File: src/rtl/tri_sine_seq.sv
`timescale 1ns/1ps
module tri_sine_seq #(
  parameter int PERIOD_W = 16
) (
  input  logic                clk,
  input  logic                rst_n,
  input  logic                run_en,
  input  logic                restart,
  input  logic [PERIOD_W-1:0] period,
  output logic                wr_req,
  output logic [1:0]          wr_addr,
  output logic [7:0]          wr_data,
  input  logic                wr_ack
);
  localparam int TBL_N  = 256;
  localparam logic [7:0] OFS_B = 8'd85;
  localparam logic [7:0] OFS_C = 8'd171;

  function automatic logic [7:0] sine_code(input int i);
    real v;
    int  r;
    v = 127.5 + 127.5 * $sin(2.0 * 3.14159265358979 * real'(i) / real'(TBL_N));
    r = $rtoi(v + 0.5);
    if (r < 0)   r = 0;
    if (r > 255) r = 255;
    return 8'(r);
  endfunction

  logic [7:0] tbl [TBL_N];
  for (genvar g = 0; g < TBL_N; g++) begin : g_rom
    localparam logic [7:0] CODE = sine_code(g);
    assign tbl[g] = CODE;
  end

  logic [PERIOD_W-1:0] cnt;
  logic [PERIOD_W:0]   cnt_nx;
  logic                tick, due, busy, restart_pend, launch, accept, last;
  logic [1:0]          slot;
  logic [7:0]          base, ofs, idx;

  assign cnt_nx = {1'b0, cnt} + 1'b1;
  assign tick   = run_en && (cnt_nx >= {1'b0, period});
  assign launch = run_en && due && !busy;
  assign accept = busy && wr_ack;
  assign last   = accept && (slot == 2'd2);

  always_comb begin
    case (slot)
      2'd0:    ofs = 8'd0;
      2'd1:    ofs = OFS_B;
      default: ofs = OFS_C;
    endcase
  end
  assign idx = base + ofs;

  assign wr_req  = busy;
  assign wr_addr = slot;
  assign wr_data = tbl[idx];

  always_ff @(posedge clk) begin
    if (!rst_n) begin
      cnt          <= '0;
      due          <= 1'b0;
      busy         <= 1'b0;
      slot         <= 2'd0;
      base         <= 8'd0;
      restart_pend <= 1'b0;
    end else begin
      cnt <= (!run_en || tick) ? '0 : cnt + 1'b1;

      if (!run_en)    due <= 1'b0;
      else if (tick)  due <= 1'b1;
      else if (launch) due <= 1'b0;

      if (launch) begin
        busy <= 1'b1;
        slot <= 2'd0;
      end else if (last) begin
        busy <= 1'b0;
        slot <= 2'd0;
      end else if (accept) begin
        slot <= slot + 2'd1;
      end

      if (last) begin
        base         <= (restart_pend || restart) ? 8'd0 : base + 8'd1;
        restart_pend <= 1'b0;
      end else if (restart) begin
        if (busy) restart_pend <= 1'b1;
        else      base <= 8'd0;
      end
    end
  end

  assert_addr_ok_R4: assert property (@(posedge clk) disable iff (!rst_n)
    wr_req |-> wr_addr != 2'd3);

  assert_order_R4: assert property (@(posedge clk) disable iff (!rst_n)
    (wr_req && wr_ack && wr_addr != 2'd2) |=> (wr_req && wr_addr == 2'($past(wr_addr) + 2'd1)));

  assert_hold_R5: assert property (@(posedge clk) disable iff (!rst_n)
    (wr_req && !wr_ack) |=> (wr_req && $stable(wr_addr) && $stable(wr_data)));

  assert_triad_end_R6: assert property (@(posedge clk) disable iff (!rst_n)
    (wr_req && wr_ack && wr_addr == 2'd2) |=> !wr_req);

  assert_stop_R9: assert property (@(posedge clk) disable iff (!rst_n)
    (!run_en && !wr_req) |=> !wr_req);
endmodule

File: config.mk
export PLATFORM = sky130hd
export DESIGN_NAME = tri_sine_seq
export DESIGN_NICKNAME = d
export VERILOG_FILES = /design/src/rtl/tri_sine_seq.sv
export SDC_FILE = /design/constraint.sdc
export NUM_CORES = 1
export LEC_CHECK = 0
export BUFFER_PORTS_ARGS = -buffer_cell sky130_fd_sc_hd__buf_2
export CAP_MARGIN = 15
export CORE_MARGIN = 2
export CORE_UTILIZATION = 35
export CTS_CLUSTER_DIAMETER = 40
export CTS_CLUSTER_SIZE = 28
export DETAILED_ROUTE_END_ITERATION = 6
export SLEW_MARGIN = 10
export SYNTH_ARGS = -nofsm -noshare
export SYNTH_HDL_FRONTEND = slang
export SYNTH_SLANG_ARGS = --single-unit
File: constraint.sdc
create_clock -name clk -period 5.8 [get_ports clk]
set_input_delay 1.16 -clock clk [delete_from_list [all_inputs] [get_ports clk]]
set_output_delay 1.16 -clock clk [all_outputs]
set_load 0.03 [all_outputs]
==> impl_metrics.yaml <==
sta:
  post-route-worst-setup-slack_ns: 0.244
  fin_crit_sh_pct: 95.8
  layout_min_cycle_time_ns: 5.56
  fmax_mhz: 180
  slew_violations: 0
  hold_ws_ns: 0.505
  tightestPinTransition_ns: 1.23
  rsz0062_at_grt: "no"
  fin_tns_setup_ns: 0
  maxSlewHeadroom_pct: 17.1
  fin_skew_ns: 0.00649
  setup_violations: 0
  hold_violations: 0
placed_design:
  pre_cts_ws_ns: 0.704
  io_buffers: 31
  gp_congestion: 1.02
  place_area_sq_mm: 0.00452
  hpwl_um: 9670
cts:
  cts_buffers: 5
  cts_max_path_buffers: 2
  root_buffer: "clkbuf_16"
  tritoncts: "done"
  hold_buffers: 0
  cts.sinks: 29
  clk_latency_ns: 0.27
  path_clk_slew_ns: 0.05
  postCtsResizedCells: 0
  htreeDepth: 2
  cts_setup_buffers: 0
logic_synthesis:
  yosys_warnings: 0
  syn_area_per_cell_sq_um: 7.01
  yosys.cell_types.count: 76
  synth_edf_count: 0
  synth_cells: 611
  syn_nets: 675
  yosysSeqAreaShare_pct: 13.6
  ys.flop_type: "dfxtp_1"
  async_flop_share_pct: 0
  syn_area_sq_mm: 0.00428
  ys_ff_latch: 29
cells_and_area:
  diodes: 0
  drive_gt1_share_pct: 12.6
  fill_cells: 1230
  layout_common_cells: "nand2_1 (70), nor2_1 (47), a21oi_1 (44)"
  final_nets: 681
  area_growth_pct: 9.17
  layout_commonest_cell: "nand2_1"
  final_area_sq_mm: 0.00468
global_route:
  grt_pass1_vias: 4640
  antenna_found_initial: 0
  grt_pass1_wl_um: 23200
  grt_max_degree: 49
  grt_usage_pct: 21.6
  grt_overflow: 0
floorplan:
  die_w_um: 115
  start_util_pct: 35.8
  rows: 40
  core_area_sq_mm: 0.0120
  die_area_sq_mm: 0.0131
  ios: 32
  die-height_um: 115
critical_path:
  crit_arrival_ns: 4.40
  reg2reg_depth: 14
  startpoint: "wr_addr[0]"
  reg2reg_from: "cnt[2]"
  r2r-end: "cnt[15]"
  path_class: "register to output port"
  critPathCaptureType: "output port"
  crit_fanout: 30
  required_ns: 4.64
  cp-endpoint: "wr_data[0]"
  r2r_slack_ns: 2.62
  critPathLaunchType: "register"
status:
  status: "complete, no violations"
power_and_ir_drop:
  p_sw_share_pct: 21.0
  pwr-share-seq_pct: 41.5
  power_switching_uw: 102
  p_total_uw: 484
  power_frac_comb_pct: 5.2
  clkPwrFrac_pct: 53.2
  total_leakage_power_uw: 0.00186
  power_density_mw_per_mm2: 104
  ir_drop_mv: 0.133
  power.internal_uw: 383
drt:
  via_per_inst: 6.40
  top_layer: "met4"
  routed-via-count: 4893
  wl_per_cell_um: 18.5
  drt_wl_total_um: 14100
  dr_wl_met3_um: 1350
  drc: 0
  first_pass_iters: 6
  wl_met1_um: 5820
  ant_nets: 0
  routed-wl-met2_um: 6470
  drtIter0Drc: 674
run:
  max_cap_viol_count: 0
min_path:
  hold_class: "register to register"
  holdPathStages: 2
## flip-flops by register name, summed over array words and instances (netlist names)
name          cells
base              8
cnt              16
wr_req            1
restart_pend      1
due               1
wr_addr           2
## critical path: stages (launching register included)
cell,delay (ns)
dfxtp_1,0.34
inv_1,0.13
ha_1,0.19
inv_1,0.05
ha_1,0.22
fa_1,0.46
a211oi_2,0.40
nor2_1,0.18
nor2_4,0.62
nand2_1,0.39
a211o_1,0.37
a21oi_1,0.14
a221oi_1,0.07
o22ai_1,0.27
buf_2,0.26
## power by group through the flow
stage               Clock, uW  Combinational, uW  Sequential (uW)
floorplan                   0               14.8              205
global placement            0               24.2              205
detailed placement          0               25.3              205
CTS                       265               25.4              201
global route              273               29.9              201
finish                    258               25.4              201
## final cells by class
cell class,instances,area (sq um),share of cell area (%)
Clock buffer,6,139,2.97
Clock inverter,2,13.8,0.294
Inverter,26,97.6,2.09
Multi-Input combinational cell,508,3390,72.4
Sequential cell,29,581,12.4
Tap cell,147,184,3.93
Timing Repair Buffer,47,275,5.89
## how the worst min path moves through the flow
| stage | from | to | slack, ns |
|---|---|---|---|
| 6_report | restart_pend | restart_pend | 0.50 |
| 5_1_grt | wr_addr[1] | wr_addr[1] | 0.55 |
| 4_1_cts | restart_pend | restart_pend | 0.50 |
| 3_5_place_dp | restart_pend | restart_pend | 0.49 |
| 3_3_place_gp | restart_pend | restart_pend | 0.47 |
| 2_1_floorplan | restart_pend | restart_pend | 0.45 |
## per-layer routing
| layer | track usage, % | up-vias |
|---|---|---|
| met5 | 0 | - |
| met2 | 35.3 | 288 |
| met3 | 3.60 | 67 |
| met4 | 9.84 | 0 |
| met1 | 27.8 | 2264 |
| li1 | - | 2274 |
## cell families (layout without fill, tap and decap cells)
| kind of cell | Yosys count | count (layout) | synth area share (%) |
|---|---|---|---|
| AO/OA/AOI/OAI | 227 | 227 | 37.0 |
| XOR/XNOR | 24 | 24 | 4.91 |
| adder cells (fa/ha/maj) | 43 | 43 | 12.7 |
| buffers and inverters | 74 | 81 | 7.56 |
| flip-flops | 29 | 29 | 13.6 |
| multiplexers | 3 | 3 | 0.993 |
| AND/OR/NAND/NOR | 211 | 211 | 23.2 |
## cells in the mapped netlist, types with 3 or more instances
master | n | area share (%)
nand2_1 | 70 | 6.1
nor2_1 | 47 | 4.1
a21oi_1 | 44 | 5.1
o21ai_0 | 43 | 5.0
ha_1 | 42 | 12
nand3_1 | 33 | 3.9
dfxtp_1 | 29 | 14
clkbuf_1 | 24 | 2.1
inv_1 | 24 | 2.1
buf_2 | 19 | 2.2
a211oi_1 | 18 | 3.2
xnor2_1 | 18 | 3.7
o21ai_1 | 15 | 1.8
o211ai_1 | 12 | 2.1
nor2b_1 | 10 | 1.5
nor3_1 | 10 | 1.2
and3_1 | 9 | 1.3
a31oi_1 | 8 | 1.2
a21o_1 | 7 | 1.2
a221oi_1 | 7 | 1.4
and2_1 | 7 | 1.0
a211o_1 | 6 | 1.2
o22ai_1 | 6 | 0.88
xor2_1 | 6 | 1.2
a22oi_1 | 5 | 0.88
a32oi_1 | 5 | 1.0
o21a_1 | 5 | 0.88
o221ai_1 | 5 | 1.0
a211oi_2 | 4 | 1.2
buf_4 | 4 | 0.70
nand4_1 | 4 | 0.58
a2111oi_0 | 3 | 0.61
and4_1 | 3 | 0.61
o31ai_1 | 3 | 0.53
## per-stage QoR
| step | instances | utilization, % |
|---|---|---|
| CTS | 764 | 39.0 |
| global placement | 756 | 37.8 |
| global route | 765 | 39.1 |
| floorplan | 611 | - |
| detailed placement | 756 | 37.8 |
| finish | 765 | 39.1 |
Power figures use the tool's default switching activity.
